`src/rtl/sram_ctrl_pkg.sv`:
```
`timescale 1ns/1ps
// Shared types for the multi-width SRAM controller.
// Assumes four byte-wide banks; lane and bank counts are fixed here.
package sram_ctrl_pkg;
    localparam int NUM_BANKS = 4;
    localparam int LANE_W    = 8;
    localparam int DATA_W    = NUM_BANKS * LANE_W;

    typedef enum logic [1:0] {
        LAYOUT_W32  = 2'd0,
        LAYOUT_W16  = 2'd1,
        LAYOUT_W8   = 2'd2,
        LAYOUT_NONE = 2'd3
    } layout_e;

    typedef enum logic [2:0] {
        PH_IDLE  = 3'd0,
        PH_SETUP = 3'd1,
        PH_PULSE = 3'd2,
        PH_HOLD  = 3'd3,
        PH_READ  = 3'd4
    } phase_e;
endpackage

```
`src/rtl/sram_lane_map.sv`:
```
`timescale 1ns/1ps
// Maps a host request onto the bank array for the selected layout:
// memory address, bank select mask, write-enable mask and lane data.
// Purely combinational; the caller registers the results when it accepts a request.
module sram_lane_map
    import sram_ctrl_pkg::*;
#(
    parameter int MADDR_W = 19,
    localparam int HADDR_W = MADDR_W + 2
) (
    input  layout_e               layout,
    input  logic [HADDR_W-1:0]    haddr,
    input  logic [DATA_W-1:0]     hwdata,
    input  logic [NUM_BANKS-1:0]  hbe,
    output logic [MADDR_W-1:0]    maddr,
    output logic [NUM_BANKS-1:0]  sel,
    output logic [NUM_BANKS-1:0]  wen,
    output logic [DATA_W-1:0]     lanes
);
    // Decode address, bank select, strobes and lane data per layout.
    always_comb begin
        maddr = '0;
        sel   = '0;
        wen   = '0;
        lanes = '0;
        case (layout)
            LAYOUT_W32: begin
                maddr = haddr[MADDR_W+1:2];
                sel   = '1;
                wen   = hbe;
                lanes = hwdata;
            end
            LAYOUT_W16: begin
                maddr = haddr[MADDR_W:1];
                for (int b = 0; b < NUM_BANKS; b++) begin
                    if (1'(b / 2) == haddr[HADDR_W-1]) begin
                        sel[b] = 1'b1;
                        wen[b] = hbe[b % 2];
                    end
                    lanes[b*LANE_W +: LANE_W] = hwdata[(b % 2)*LANE_W +: LANE_W];
                end
            end
            LAYOUT_W8: begin
                maddr = haddr[MADDR_W-1:0];
                wen   = '1;
                for (int b = 0; b < NUM_BANKS; b++) begin
                    sel[b] = (2'(b) == haddr[HADDR_W-1 -: 2]);
                    lanes[b*LANE_W +: LANE_W] = hwdata[LANE_W-1:0];
                end
            end
            default: begin
                maddr = '0;
            end
        endcase
    end
endmodule

```
`src/rtl/sram_phase_fsm.sv`:
```
`timescale 1ns/1ps
// Sequences one transfer through its timed phases.
// Writes: SETUP -> PULSE -> HOLD; reads: READ. Each phase lasts its parameter
// in clock cycles (each must be >= 1). Emits a one-cycle finish pulse.
module sram_phase_fsm
    import sram_ctrl_pkg::*;
#(
    parameter int SETUP_CYC = 1,
    parameter int PULSE_CYC = 2,
    parameter int HOLD_CYC  = 1,
    parameter int READ_CYC  = 4,
    localparam int MAX_AB   = (SETUP_CYC > PULSE_CYC) ? SETUP_CYC : PULSE_CYC,
    localparam int MAX_CD   = (HOLD_CYC > READ_CYC) ? HOLD_CYC : READ_CYC,
    localparam int MAX_CYC  = (MAX_AB > MAX_CD) ? MAX_AB : MAX_CD,
    localparam int CNT_W    = $clog2(MAX_CYC + 1)
) (
    input  logic   clk,
    input  logic   rst_n,
    input  logic   start,
    input  logic   start_write,
    output phase_e phase,
    output logic   last_cyc,
    output logic   finish
);
    logic [CNT_W-1:0] cnt_q;

    assign last_cyc = (cnt_q == '0);

    // Advance the phase when its cycle counter runs out.
    always_ff @(posedge clk) begin
        if (!rst_n) begin
            phase  <= PH_IDLE;
            cnt_q  <= '0;
            finish <= 1'b0;
        end else begin
            finish <= 1'b0;
            case (phase)
                PH_IDLE: begin
                    if (start) begin
                        phase <= start_write ? PH_SETUP : PH_READ;
                        cnt_q <= start_write ? CNT_W'(SETUP_CYC - 1) : CNT_W'(READ_CYC - 1);
                    end
                end
                PH_SETUP: begin
                    if (last_cyc) begin
                        phase <= PH_PULSE;
                        cnt_q <= CNT_W'(PULSE_CYC - 1);
                    end else begin
                        cnt_q <= cnt_q - 1'b1;
                    end
                end
                PH_PULSE: begin
                    if (last_cyc) begin
                        phase <= PH_HOLD;
                        cnt_q <= CNT_W'(HOLD_CYC - 1);
                    end else begin
                        cnt_q <= cnt_q - 1'b1;
                    end
                end
                PH_HOLD, PH_READ: begin
                    if (last_cyc) begin
                        phase  <= PH_IDLE;
                        finish <= 1'b1;
                    end else begin
                        cnt_q <= cnt_q - 1'b1;
                    end
                end
                default: phase <= PH_IDLE;
            endcase
        end
    end
endmodule

```
`src/rtl/sram_read_align.sv`:
```
`timescale 1ns/1ps
// Moves the lanes of the selected bank down to the host's low bits.
// Assumes at most one 16-bit pair or one byte lane is selected in the narrow layouts.
module sram_read_align
    import sram_ctrl_pkg::*;
(
    input  layout_e               layout,
    input  logic [NUM_BANKS-1:0]  sel,
    input  logic [DATA_W-1:0]     lanes,
    output logic [DATA_W-1:0]     aligned
);
    localparam int HALF_W = DATA_W / 2;

    // Select and zero-extend the lanes that belong to the addressed bank.
    always_comb begin
        aligned = '0;
        case (layout)
            LAYOUT_W32: aligned = lanes;
            LAYOUT_W16: aligned[HALF_W-1:0] = sel[NUM_BANKS-1] ? lanes[DATA_W-1:HALF_W]
                                                               : lanes[HALF_W-1:0];
            LAYOUT_W8: begin
                for (int b = 0; b < NUM_BANKS; b++) begin
                    if (sel[b]) aligned[LANE_W-1:0] = lanes[b*LANE_W +: LANE_W];
                end
            end
            default: aligned = '0;
        endcase
    end
endmodule

```
`src/rtl/sram_width_ctrl.sv`:
```
`timescale 1ns/1ps
// Synchronous controller for four byte-wide asynchronous SRAM banks, arranged
// as one 32-bit, two 16-bit or four 8-bit memories by cfg_mode (static).
// Accepts a request when idle, latches its lane map, runs the timed phases and
// pulses done. Phase parameters must cover the memory limits at the clock period.
module sram_width_ctrl
    import sram_ctrl_pkg::*;
#(
    parameter int MADDR_W   = 19,
    parameter int SETUP_CYC = 1,
    parameter int PULSE_CYC = 2,
    parameter int HOLD_CYC  = 1,
    parameter int READ_CYC  = 4,
    localparam int HADDR_W  = MADDR_W + 2
) (
    input  logic                 clk,
    input  logic                 rst_n,
    input  logic [1:0]           cfg_mode,
    input  logic                 req_valid,
    input  logic                 req_write,
    input  logic [HADDR_W-1:0]   req_addr,
    input  logic [DATA_W-1:0]    req_wdata,
    input  logic [NUM_BANKS-1:0] req_be,
    output logic                 busy,
    output logic                 done,
    output logic [DATA_W-1:0]    rdata,
    output logic [MADDR_W-1:0]   mem_addr,
    output logic [NUM_BANKS-1:0] mem_cs_n,
    output logic [NUM_BANKS-1:0] mem_we_n,
    output logic                 mem_oe_n,
    output logic                 mem_dq_oe,
    output logic [DATA_W-1:0]    mem_dq_out,
    input  logic [DATA_W-1:0]    mem_dq_in
);
    layout_e               layout_in;
    layout_e               layout_q;
    logic [MADDR_W-1:0]    map_addr, addr_q;
    logic [NUM_BANKS-1:0]  map_sel, sel_q;
    logic [NUM_BANKS-1:0]  map_wen, wen_q;
    logic [DATA_W-1:0]     map_lanes, lanes_q;
    logic [DATA_W-1:0]     rd_aligned, rdata_q;
    phase_e                phase;
    logic                  last_cyc, finish, accept;

    assign layout_in = layout_e'(cfg_mode);
    assign accept    = req_valid && (phase == PH_IDLE);

    sram_lane_map #(.MADDR_W(MADDR_W)) u_map (
        .layout (layout_in),
        .haddr  (req_addr),
        .hwdata (req_wdata),
        .hbe    (req_be),
        .maddr  (map_addr),
        .sel    (map_sel),
        .wen    (map_wen),
        .lanes  (map_lanes)
    );

    sram_phase_fsm #(
        .SETUP_CYC (SETUP_CYC),
        .PULSE_CYC (PULSE_CYC),
        .HOLD_CYC  (HOLD_CYC),
        .READ_CYC  (READ_CYC)
    ) u_fsm (
        .clk         (clk),
        .rst_n       (rst_n),
        .start       (accept),
        .start_write (req_write),
        .phase       (phase),
        .last_cyc    (last_cyc),
        .finish      (finish)
    );

    sram_read_align u_align (
        .layout  (layout_q),
        .sel     (sel_q),
        .lanes   (mem_dq_in),
        .aligned (rd_aligned)
    );

    // Latch the mapped request so the memory pins stay stable for the transfer.
    always_ff @(posedge clk) begin
        if (!rst_n) begin
            layout_q <= LAYOUT_NONE;
            addr_q   <= '0;
            sel_q    <= '0;
            wen_q    <= '0;
            lanes_q  <= '0;
        end else if (accept) begin
            layout_q <= layout_in;
            addr_q   <= map_addr;
            sel_q    <= map_sel;
            wen_q    <= req_write ? map_wen : '0;
            lanes_q  <= map_lanes;
        end
    end

    // Capture read data on the final read cycle; hold it otherwise.
    always_ff @(posedge clk) begin
        if (!rst_n) begin
            rdata_q <= '0;
        end else if (phase == PH_READ && last_cyc) begin
            rdata_q <= rd_aligned;
        end
    end

    // Drive the memory pins from the current phase and the latched map.
    always_comb begin
        mem_addr   = addr_q;
        mem_cs_n   = ~(sel_q & {NUM_BANKS{phase != PH_IDLE}});
        mem_we_n   = ~(wen_q & {NUM_BANKS{phase == PH_PULSE && (|sel_q)}});
        mem_oe_n   = (phase != PH_READ);
        mem_dq_oe  = (phase == PH_PULSE || phase == PH_HOLD) && (|sel_q);
        mem_dq_out = lanes_q;
    end

    assign busy  = (phase != PH_IDLE);
    assign done  = finish;
    assign rdata = rdata_q;
endmodule

```
`config.mk`:
```
export PLATFORM = sky130hd
export DESIGN_NAME = sram_width_ctrl
export DESIGN_NICKNAME = d
export VERILOG_FILES = /design/src/rtl/sram_ctrl_pkg.sv /design/src/rtl/sram_lane_map.sv /design/src/rtl/sram_phase_fsm.sv /design/src/rtl/sram_read_align.sv /design/src/rtl/sram_width_ctrl.sv
export SDC_FILE = /design/constraint.sdc
export NUM_CORES = 1
export LEC_CHECK = 0
export ABC_AREA = 1
export BUFFER_PORTS_ARGS = -buffer_cell sky130_fd_sc_hd__buf_2
export CAP_MARGIN = 20
export CORE_ASPECT_RATIO = 0.6
export CORE_MARGIN = 2
export CORE_UTILIZATION = 50
export DETAILED_ROUTE_END_ITERATION = 16
export GPL_TIMING_DRIVEN = 1
export PLACE_DENSITY = 0.85
export SYNTH_ARGS = -nofsm -noshare
export SYNTH_HDL_FRONTEND = slang
export SYNTH_SLANG_ARGS = --single-unit
export TNS_END_PERCENT = 20
```
`constraint.sdc`:
```
create_clock -name clk -period 3 [get_ports clk]
set_input_delay 0.6 -clock clk [delete_from_list [all_inputs] [get_ports clk]]
set_output_delay 0.6 -clock clk [all_outputs]
set_load 0.005 [all_outputs]
```
---- Word level (Yosys, flattened, before mapping) ----
Cells that the tools add are included.
W data, S select, Z words.
operators by class
  mux-type cells .......................... 32
  reductions and logical operators ........ 17
  bitwise gates (word level) .............. 4
  equal/unequal tests ..................... 17
  $add $sub $neg .......................... 1
operator list
  kind                  count
  $pmux W32 S3          1
  $pmux W19 S3          1
  $mux W16              2
  $mux W8               4
  $mux W3               9
  $pmux W3 S4           2
  $pmux W4 S3           2
  $pmux W8 S3           1
  $pmux W8 S2           1
  $ne A2 B2 Y1 const B  5
  $and A4 B4 Y4         2
  $not A4 Y4            2
  $mux W1               7
  $eq A3 B2 Y1 const B  2
  $logic_not A2 Y1      3
  $logic_not A3 Y1      2
  $eq A2 B1 Y1 const B  2
  $eq A2 B2 Y1 const A  2
  $eq A2 B2 Y1 const B  2
  $logic_and A1 B1 Y1   4
  $mux W4               1
  $reduce_and A4 Y1     1
  $reduce_bool A4 Y1    1
  $reduce_or A4 Y1      1
  11 further kinds      11
storage, ports and cells
  word-level logic and storage cells ...... 80
  bits of input ports ..................... 95
  register bits after elaboration ......... 100
  output and inout port bits .............. 95

---- Logic depth before layout (Yosys ltp) ----
Gate-level depths: netlist (run 1).
  depth in word-level cells ............... 5
  depth in mapped cells ................... 11
  gate-level depth less buffers ........... 9

---- By module ----
A second synthesis (run 1) with hierarchy kept.
unflattened totals
  cells, all modules ...................... 1094
  area, all modules ....................... 6339.8 sq um
by module, submodules not included
  module           cells each  instances  area each (sq um)
  sram_width_ctrl  610         1          3922.5
  sram_lane_map    208         1          1016.0
  sram_read_align  185         1          827.0
  sram_phase_fsm   91          1          574.3

---- Least setup slack after synthesis (run 1) ----
Ideal clock, no wire load.
  kind .................................... reg2out
  start ................................... register sel_q[3]
  end ..................................... output mem_we_n[0]
  data arrival time ....................... 1.143 ns
  stages on the path, launching flop included .. 6
  path slack .............................. 1.257 ns
  path through ............................ dfxtp_1 buf_2 clkbuf_1 nor4_1 nor2_1 nand2_1
on the way
  longest elaborated chain between the ends .. 4
ends and longest elaborated chain
  item                    line                    RTL
  from (decl)             sram_width_ctrl.sv:38   logic [NUM_BANKS-1:0] map_sel, sel_q;
  from (signal assigned)  sram_width_ctrl.sv:92   sel_q <= map_sel;
  $reduce_or A4 Y1        sram_width_ctrl.sv:111  mem_we_n = ~(wen_q & {NUM_BANKS{phase == PH_PULSE && (|sel_q)}});
  $logic_and A1 B1 Y1     sram_width_ctrl.sv:111
  $and A4 B4 Y4           sram_width_ctrl.sv:111
  $not A4 Y4              sram_width_ctrl.sv:111
  to (decl)               sram_width_ctrl.sv:29   output logic [NUM_BANKS-1:0] mem_we_n,
No other way between the ends.

---- Final worst setup path (run 1) ----
  start ................................... register sel_q[0]
  end ..................................... output mem_we_n[3]
The elaborated chain is that of the path after synthesis.

==> results of run 1 <==
## worst paths after layout
check                                     end  slack (ns)  cells after the start
setup / recovery                  mem_we_n[3]        0.67                      4
hold reg to reg   mem_dq_out[19]$_SDFFE_PN0P_        0.46                      2
setup reg to reg       rdata[13]$_SDFFE_PN0P_        1.07                      8
hold / removal    mem_dq_out[19]$_SDFFE_PN0P_        0.46                      2
## worst register-to-register path: stages (launching register included)
cell and delay, ns:
sky130_fd_sc_hd__dfxtp_1 0.31, sky130_fd_sc_hd__inv_1 0.09, sky130_fd_sc_hd__ha_1 0.15, sky130_fd_sc_hd__inv_1 0.03
sky130_fd_sc_hd__nor2_1 0.26, sky130_fd_sc_hd__nand3_1 0.17, sky130_fd_sc_hd__inv_2 0.42, sky130_fd_sc_hd__o211ai_1 0.26
sky130_fd_sc_hd__a21oi_1 0.16
## logic make-up (layout without fill, tap and decap cells)
group                      count (synthesis)  after routing  share of synthesized area
AOI/OAI and AO/OA                        197            197                     0.2140
DFF                                      100            100                     0.3891
adders and majority gates                  2              2                   0.004863
xor gates and xnor gates                   1              1                   0.001703
and+or+nand+nor                          383            383                     0.3001
buffers and inverters                    112            276                    0.09022
## placed cells by master, fill, tap and decap left out, types with 2 or more instances in the layout
| cell type | Yosys | routed |
|---|---|---|
| sky130_fd_sc_hd__a21oi_1 | 94 | 94 |
| sky130_fd_sc_hd__a31oi_1 | 9 | 9 |
| sky130_fd_sc_hd__buf_2 | 24 | 189 |
| sky130_fd_sc_hd__buf_4 | 2 | 7 |
| sky130_fd_sc_hd__clkbuf_16 | 0 | 9 |
| sky130_fd_sc_hd__clkinv_4 | 0 | 2 |
| sky130_fd_sc_hd__dfxtp_1 | 100 | 100 |
| sky130_fd_sc_hd__ha_1 | 2 | 2 |
| sky130_fd_sc_hd__inv_1 | 53 | 53 |
| sky130_fd_sc_hd__inv_2 | 8 | 8 |
| sky130_fd_sc_hd__inv_4 | 2 | 2 |
| sky130_fd_sc_hd__nand2_1 | 281 | 281 |
| sky130_fd_sc_hd__nand3_1 | 49 | 49 |
| sky130_fd_sc_hd__nor2_1 | 46 | 46 |
| sky130_fd_sc_hd__nor2_4 | 3 | 3 |
| sky130_fd_sc_hd__o211ai_1 | 22 | 22 |
| sky130_fd_sc_hd__o21ai_0 | 54 | 54 |
| sky130_fd_sc_hd__o221ai_1 | 6 | 6 |
| sky130_fd_sc_hd__o22ai_1 | 9 | 9 |
## report_power, final
group          total [µW]  internal [µW]  switching [µW]
logic                1720            570            1150
clock network        1180            670             512
registers            1680           1520             159
## registers in the layout (all words and copies together), names as in the netlist
name and flops:
u_fsm.phase 3, wen_q 4, rdata 32, u_fsm.finish 1, mem_addr 19, sel_q 4, layout_q 2, u_fsm.cnt_q 3
mem_dq_out 32
## stage by stage
| stage | area [µm²] | total power, µW | setup WS [ns] | std cells |
|---|---|---|---|---|
| global route | 6414 | 4897 | 0.5576 | 1094 |
| detailed placement | 6113 | 3381 | 0.8270 | 1079 |
| floorplan | 5145 | 2878 | 1.257 | 795 |
| finish | 6414 | 4577 | 0.6703 | 1094 |
| CTS | 6414 | 4557 | 0.7097 | 1094 |
| global placement | 6113 | 3355 | 0.8846 | 1079 |
## per-layer routing
layer / up-vias / routed length (µm)
met1: 2620 / 7835
li1: 2913 / -
met4: 0 / 175
met2: 334 / 6381
met3: 22 / 1788
met5: - / 0
## layout make-up
cell class              instances  share of cell area
clock buffers                  10             0.03726
clock inverters                 5            0.009559
inverters                      64             0.03824
multi-input cells             583              0.4177
flip-flops and latches        100              0.3121
well taps                     135             0.02634
repair buffers                197              0.1588
==> impl_metrics.csv, run 1 <==
group,metric,value,unit
global_route,global_route.usage.total,0.2900,
drt,route.final.wire_length,16180,µm
yosys,ys_seq_elements,100,
timing,final_hold_viols,0,
yosys,synth_enable_flop_cells,0,
drt,num_vias,5889,
yosys,synth_seq_area_share,0.3891,
finish,fin_nets,1052,
drt,firstDrtPassIters,5,
pwr,pwr_density_cell,713.6,mW/mm²
global_route,grt_first_pass_wirelength,25440,µm
yosys,synthTopCellsByCount,"281 x sky130_fd_sc_hd__nand2_1, 100 x sky130_fd_sc_hd__dfxtp_1, 94 x sky130_fd_sc_hd__a21oi_1",
worst_setup_path,category_of_the_worst_setup_path_launch_point,"flop",
clock_tree,clock_tree.buffer_depth,2,
global_route,vias_in_the_first_global_route,4896,
timing,post_route_clock_skew,0.007638,ns
global_route,gr-total-overflow,0,
finish,areaGrowthSynthToFinish,24.66,%
worst_setup_path,cpPeakStageDelay,0.53,ns
job,max_cap_viol_count,0,
timing,fin_worst_hold_slack,0.4607,ns
global_route,grt.met3_usage,0.06654,
finish,fin_util,0.6446,
worst_setup_path,critPathRequiredTime,2.40,ns
worst_setup_path,critPathTopFamily,"simple AND/OR/NAND/NOR gates",
yosys,yosysUniqueCellTypes,28,
clock_tree,cts.sinks,100,
yosys,synth.top_cells.by_area,"sky130_fd_sc_hd__dfxtp_1 39%, sky130_fd_sc_hd__nand2_1 21%, sky130_fd_sc_hd__a21oi_1 9.1%",
global_route,grt_max_degree,70,
timing,fin_crit,2.330,ns
yosys,postSynth.asyncResetShare,0,
finish,num-fill-cells,962,
yosys,synth_cells,795,
worst_setup_path,timing.critical_path.fanout_max,11,
clock_tree,cts_tree,"built",
die,fp.dieW,135.0,µm
yosys,syn-mean-instance-area,6.472,µm²
worst_setup_path,cp_cell_sequence,"nor4_1 > nor2_1 > nand2_1 > buf_2",
worst_hold_path,holdCritPathClass,"flop to flop",
die,die_height,82.58,µm
die,floorplan.initialDensity,0.5171,
pwr,p_leak,0.003039,µW
global_route,grt_use_met1,0.4572,
clock_tree,root_buffer_selected_by_cts,"sky130_fd_sc_hd__clkbuf_16",
worst_setup_path,r2r_start,"u_fsm.cnt_q[0]$_SDFFE_PN0P_",
worst_setup_path,critical_path.endpoint_type,"output pin",
yosys,yosysWarnings,0,
placed_design,port_buffers,189,
yosys,synth_most_common_cell,"sky130_fd_sc_hd__nand2_1",
worst_setup_path,setup.worst_path.start,"sel_q[0]$_SDFFE_PN0P_",
finish,multi_input_comb_area,0.002679,mm²
yosys,synth_ff_type,"sky130_fd_sc_hd__dfxtp_1",
clock_tree,post_cts_repair_timing_setup_buffer_count,0,
worst_setup_path,worst-setup-path-type,"flop to output pin",
worst_setup_path,crit_path_arrival_time,1.73,ns
timing,timing_worst_slew_pin_value,0.6802,ns
yosys,synth_fp_nets,892,
die,pin_count,190,
clock_tree,clkLatencyLatePin,0.35,ns
clock_tree,cts_resized,0,
yosys,netlist.area_leader.share,0.3891,
placed_design,finalWeightedCongestion,0.9430,
timing,rsz_0062_raised_after_global_routing,"no",
yosys,synthesis.area,0.005145,mm²
die,core,0.009950,mm²
placed_design,place_hpwl,11860,µm
timing,setup_total_negative_slack,0,ns
yosys,synth_top_area_cell,"sky130_fd_sc_hd__dfxtp_1",
finish,layout-drive-gt1-share,0.2388,
clock_tree,htree_num_levels,3,
drt,routed_via_density,5.383,
outcome,run_status,"complete, no violations",
worst_hold_path,hold_path_startpoint,"mem_dq_out[19]$_SDFFE_PN0P_",
pwr,max-vdd-ir-drop,0.7918,mV
die,floorplan.rows,28,
worst_setup_path,critical_path.slowest_cell,"sky130_fd_sc_hd__nor4_1",
timing,final-max-slew-violation-count,0,
clock_tree,cts_hold_buf,0,
drt,first_iter_violations,680,
drt,drtAntennaViolNets,0,
finish,num_antenna_cells,0,
clock_tree,path_clk_slew,0.07,ns
timing,setup_viol,0,
clock_tree,cts-buffers-inserted,9,
global_route,antenna_violations_before_repair,0,
finish,seq_area,0.002002,mm²
die,fp.dieArea,0.01114,mm²
drt,post_drt_wl_per_cell,14.79,µm
drt,drc_errors,0,
timing,timing.slew.headroom,0.5460,
timing,final.period_utilization,0.7766,
timing,timing.fmax,429.2,MHz
global_route,met2_usage,0.3929,
global_route,grt_most_used_layer,"met1",
worst_setup_path,buffers_plus_inverters_on_the_worst_setup_path,1,
No activity file was read; power rests on OpenSTA's default activity.
==> run 2: changes to the inputs <==
Settings changed: CORE_UTILIZATION 50 to 45, PLACE_DENSITY 0.85 to 0.81.
Clock period 3 ns to 1.9 ns, I/O delays scaled along.
==> run 2 against run 1 <==
Utilization is 6.4 points lower. Flip-flop and latch count did not move. Worst setup slack worse by 0.50 ns. Register-to-register slack worse by 0.87 ns. Hold slack worse by 0.14 ns. Power up 61%. Wire length up 1.5%. Cell area up 1.6%. Final cell count rose by 1.8%. Die area increased by 11%. Largest cell class unchanged.
==> impl_metrics.csv, run 2 (synthesis gave the netlist of run 1 again) <==
group,metric,value,unit
finish,seq_area,0.002004,mm²
worst_setup_path,worst-setup-path-type,"flop to output pin",
finish,final_design_area_no_fill,0.006516,mm²
global_route,grt_max_degree,83,
placed_design,postPlaceCellArea,0.006212,mm²
finish,layout-drive-gt1-share,0.2505,
finish,multi_input_comb_area,0.002681,mm²
finish,mostFrequentLayoutCells,"281 x sky130_fd_sc_hd__nand2_1, 189 x sky130_fd_sc_hd__buf_2, 98 x sky130_fd_sc_hd__dfxtp_1, 94 x sky130_fd_sc_hd__a21oi_1, 54 x sky130_fd_sc_hd__o21ai_0",
finish,areaGrowthSynthToFinish,26.65,%
global_route,global_route.usage.total,0.2630,
finish,fin_nets,1062,
placed_design,post-place-ws,0.09527,ns
finish,num_antenna_cells,0,
timing,timing.fmax,577.4,MHz
drt,routed_via_density,5.302,
pwr,pwr_density_cell,1128,mW/mm²
die,fp.dieW,142.0,µm
finish,final_common_cell,"sky130_fd_sc_hd__nand2_1",
die,pin_count,190,
clock_tree,post_cts_repair_timing_setup_buffer_count,0,
timing,fin_crit,1.732,ns
die,floorplan.rows,30,
timing,fin_worst_hold_slack,0.3175,ns
die,floorplan.initialDensity,0.4584,
pwr,power.total,7352,µW
worst_setup_path,critical_path.slowest_cell,"sky130_fd_sc_hd__dfxtp_1",
drt,num_vias,5906,
global_route,vias_in_the_first_global_route,5019,
outcome,run_status,"complete, no violations",
global_route,antenna_violations_before_repair,0,
drt,drc_errors,0,
die,core,0.01122,mm²
timing,timing_worst_slew_pin_value,0.5014,ns
worst_setup_path,critPathRequiredTime,1.52,ns
worst_setup_path,critical_path.endpoint_type,"output pin",
clock_tree,cts_tree,"built",
job,max_cap_viol_count,0,
worst_setup_path,crit_path_arrival_time,1.35,ns
placed_design,place_hpwl,12200,µm
timing,setup_viol,0,
pwr,max-vdd-ir-drop,0.5589,mV
worst_hold_path,hold_path_startpoint,"req_wdata[13]",
global_route,gr-total-overflow,0,
worst_setup_path,timing.critical_path.fanout_max,6,
clock_tree,clock_tree.buffer_depth,2,
clock_tree,clkLatencyLatePin,0.34,ns
clock_tree,cts-buffers-inserted,9,
clock_tree,path_clk_slew,0.07,ns
global_route,grt_first_pass_wirelength,25770,µm
worst_hold_path,holdCritPathClass,"primary input to flop",
clock_tree,htree_num_levels,3,
timing,finalWorstSetupSlack,0.1680,ns
timing,rsz_0062_raised_after_global_routing,"no",
drt,first_iter_violations,567,
clock_tree,cts.sinks,100,
clock_tree,root_buffer_selected_by_cts,"sky130_fd_sc_hd__clkbuf_16",
finish,num-fill-cells,1106,
timing,final.period_utilization,0.9116,
timing,timing.slew.headroom,0.6649,
timing,final_hold_viols,0,
drt,post_drt_wl_per_cell,14.75,µm
die,fp.dieArea,0.01233,mm²
worst_setup_path,cpPeakStageDelay,0.42,ns
placed_design,finalWeightedCongestion,0.9858,
pwr,p_leak,0.003084,µW
drt,route.final.wire_length,16430,µm
placed_design,port_buffers,189,
drt,drtAntennaViolNets,0,
worst_setup_path,cp_cell_sequence,"inv_2 > nand2_2 > nor2_4 > inv_4 > nand2_1 > buf_2",
timing,setup_total_negative_slack,0,ns
timing,post_route_clock_skew,0.003252,ns
worst_setup_path,category_of_the_worst_setup_path_launch_point,"flop",
worst_setup_path,setup.worst_path.start,"u_fsm.phase[1]$_SDFFE_PN0P_",
worst_setup_path,r2r_start,"sel_q[3]$_SDFFE_PN0P_",
die,die_height,86.83,µm
timing,final-max-slew-violation-count,0,
drt,firstDrtPassIters,5,
-- run 2: worst paths after layout --
| check | slack, ns | end | cells after the start |
|---|---|---|---|
| worst max register to register | 0.20 | rdata[6]$_SDFFE_PN0P_ | 7 |
| worst min register to register | 0.46 | mem_dq_out[16]$_SDFFE_PN0P_ | 2 |
| worst min-delay path | 0.32 | mem_dq_out[13]$_SDFFE_PN0P_ | 3 |
| worst max-delay path | 0.17 | mem_cs_n[2] | 6 |
-- run 2: routing by layer --
metal  part of all wire  global-route usage
met3               0.11             0.08122
met1               0.49              0.4198
met4             0.0072             0.03727
met5                  0                   0
met2               0.39              0.3434
-- run 2: worst max-delay path, delay by kind of cell, from the launching register on --
| kind | cells | cell delay (ns) |
|---|---|---|
| buf+inv | 3 | 0.34 |
| simple gates | 3 | 0.25 |
| flops | 1 | 0.42 |
-- run 2: through the flow --
step / instances / util
2_1_floorplan: 795 / -
4_1_cts: 1114 / 0.5802
5_1_grt: 1114 / 0.5806
6_report: 1114 / 0.5806
3_3_place_gp: 1098 / 0.5535
3_5_place_dp: 1098 / 0.5535
-- run 2: what timing repair did --
item	4_1_cts	5_1_grt
setup endpoints to repair	0	4
hold endpoints to repair	0	0
gates resized for setup	0	3
hold buffers	0	0
-- run 2: layout make-up --
class	instances	share of cell area
flip-flops and latches	100	0.3076
repair buffers	207	0.1697
well taps	144	0.02765
multi-input cells	583	0.4115
clock buffers	12	0.04090
inverters	64	0.03763
clock inverters	4	0.004992
-- run 2: power by group --
part | total (µW) | internal (µW) | switching [µW] | leakage, µW
registers | 2620 | 2410 | 217 | 0.000815
logic | 2920 | 1020 | 1900 | 0.00213
clock network | 1810 | 1000 | 811 | 0.000141
total | 7350 | 4430 | 2920 | 0.00308
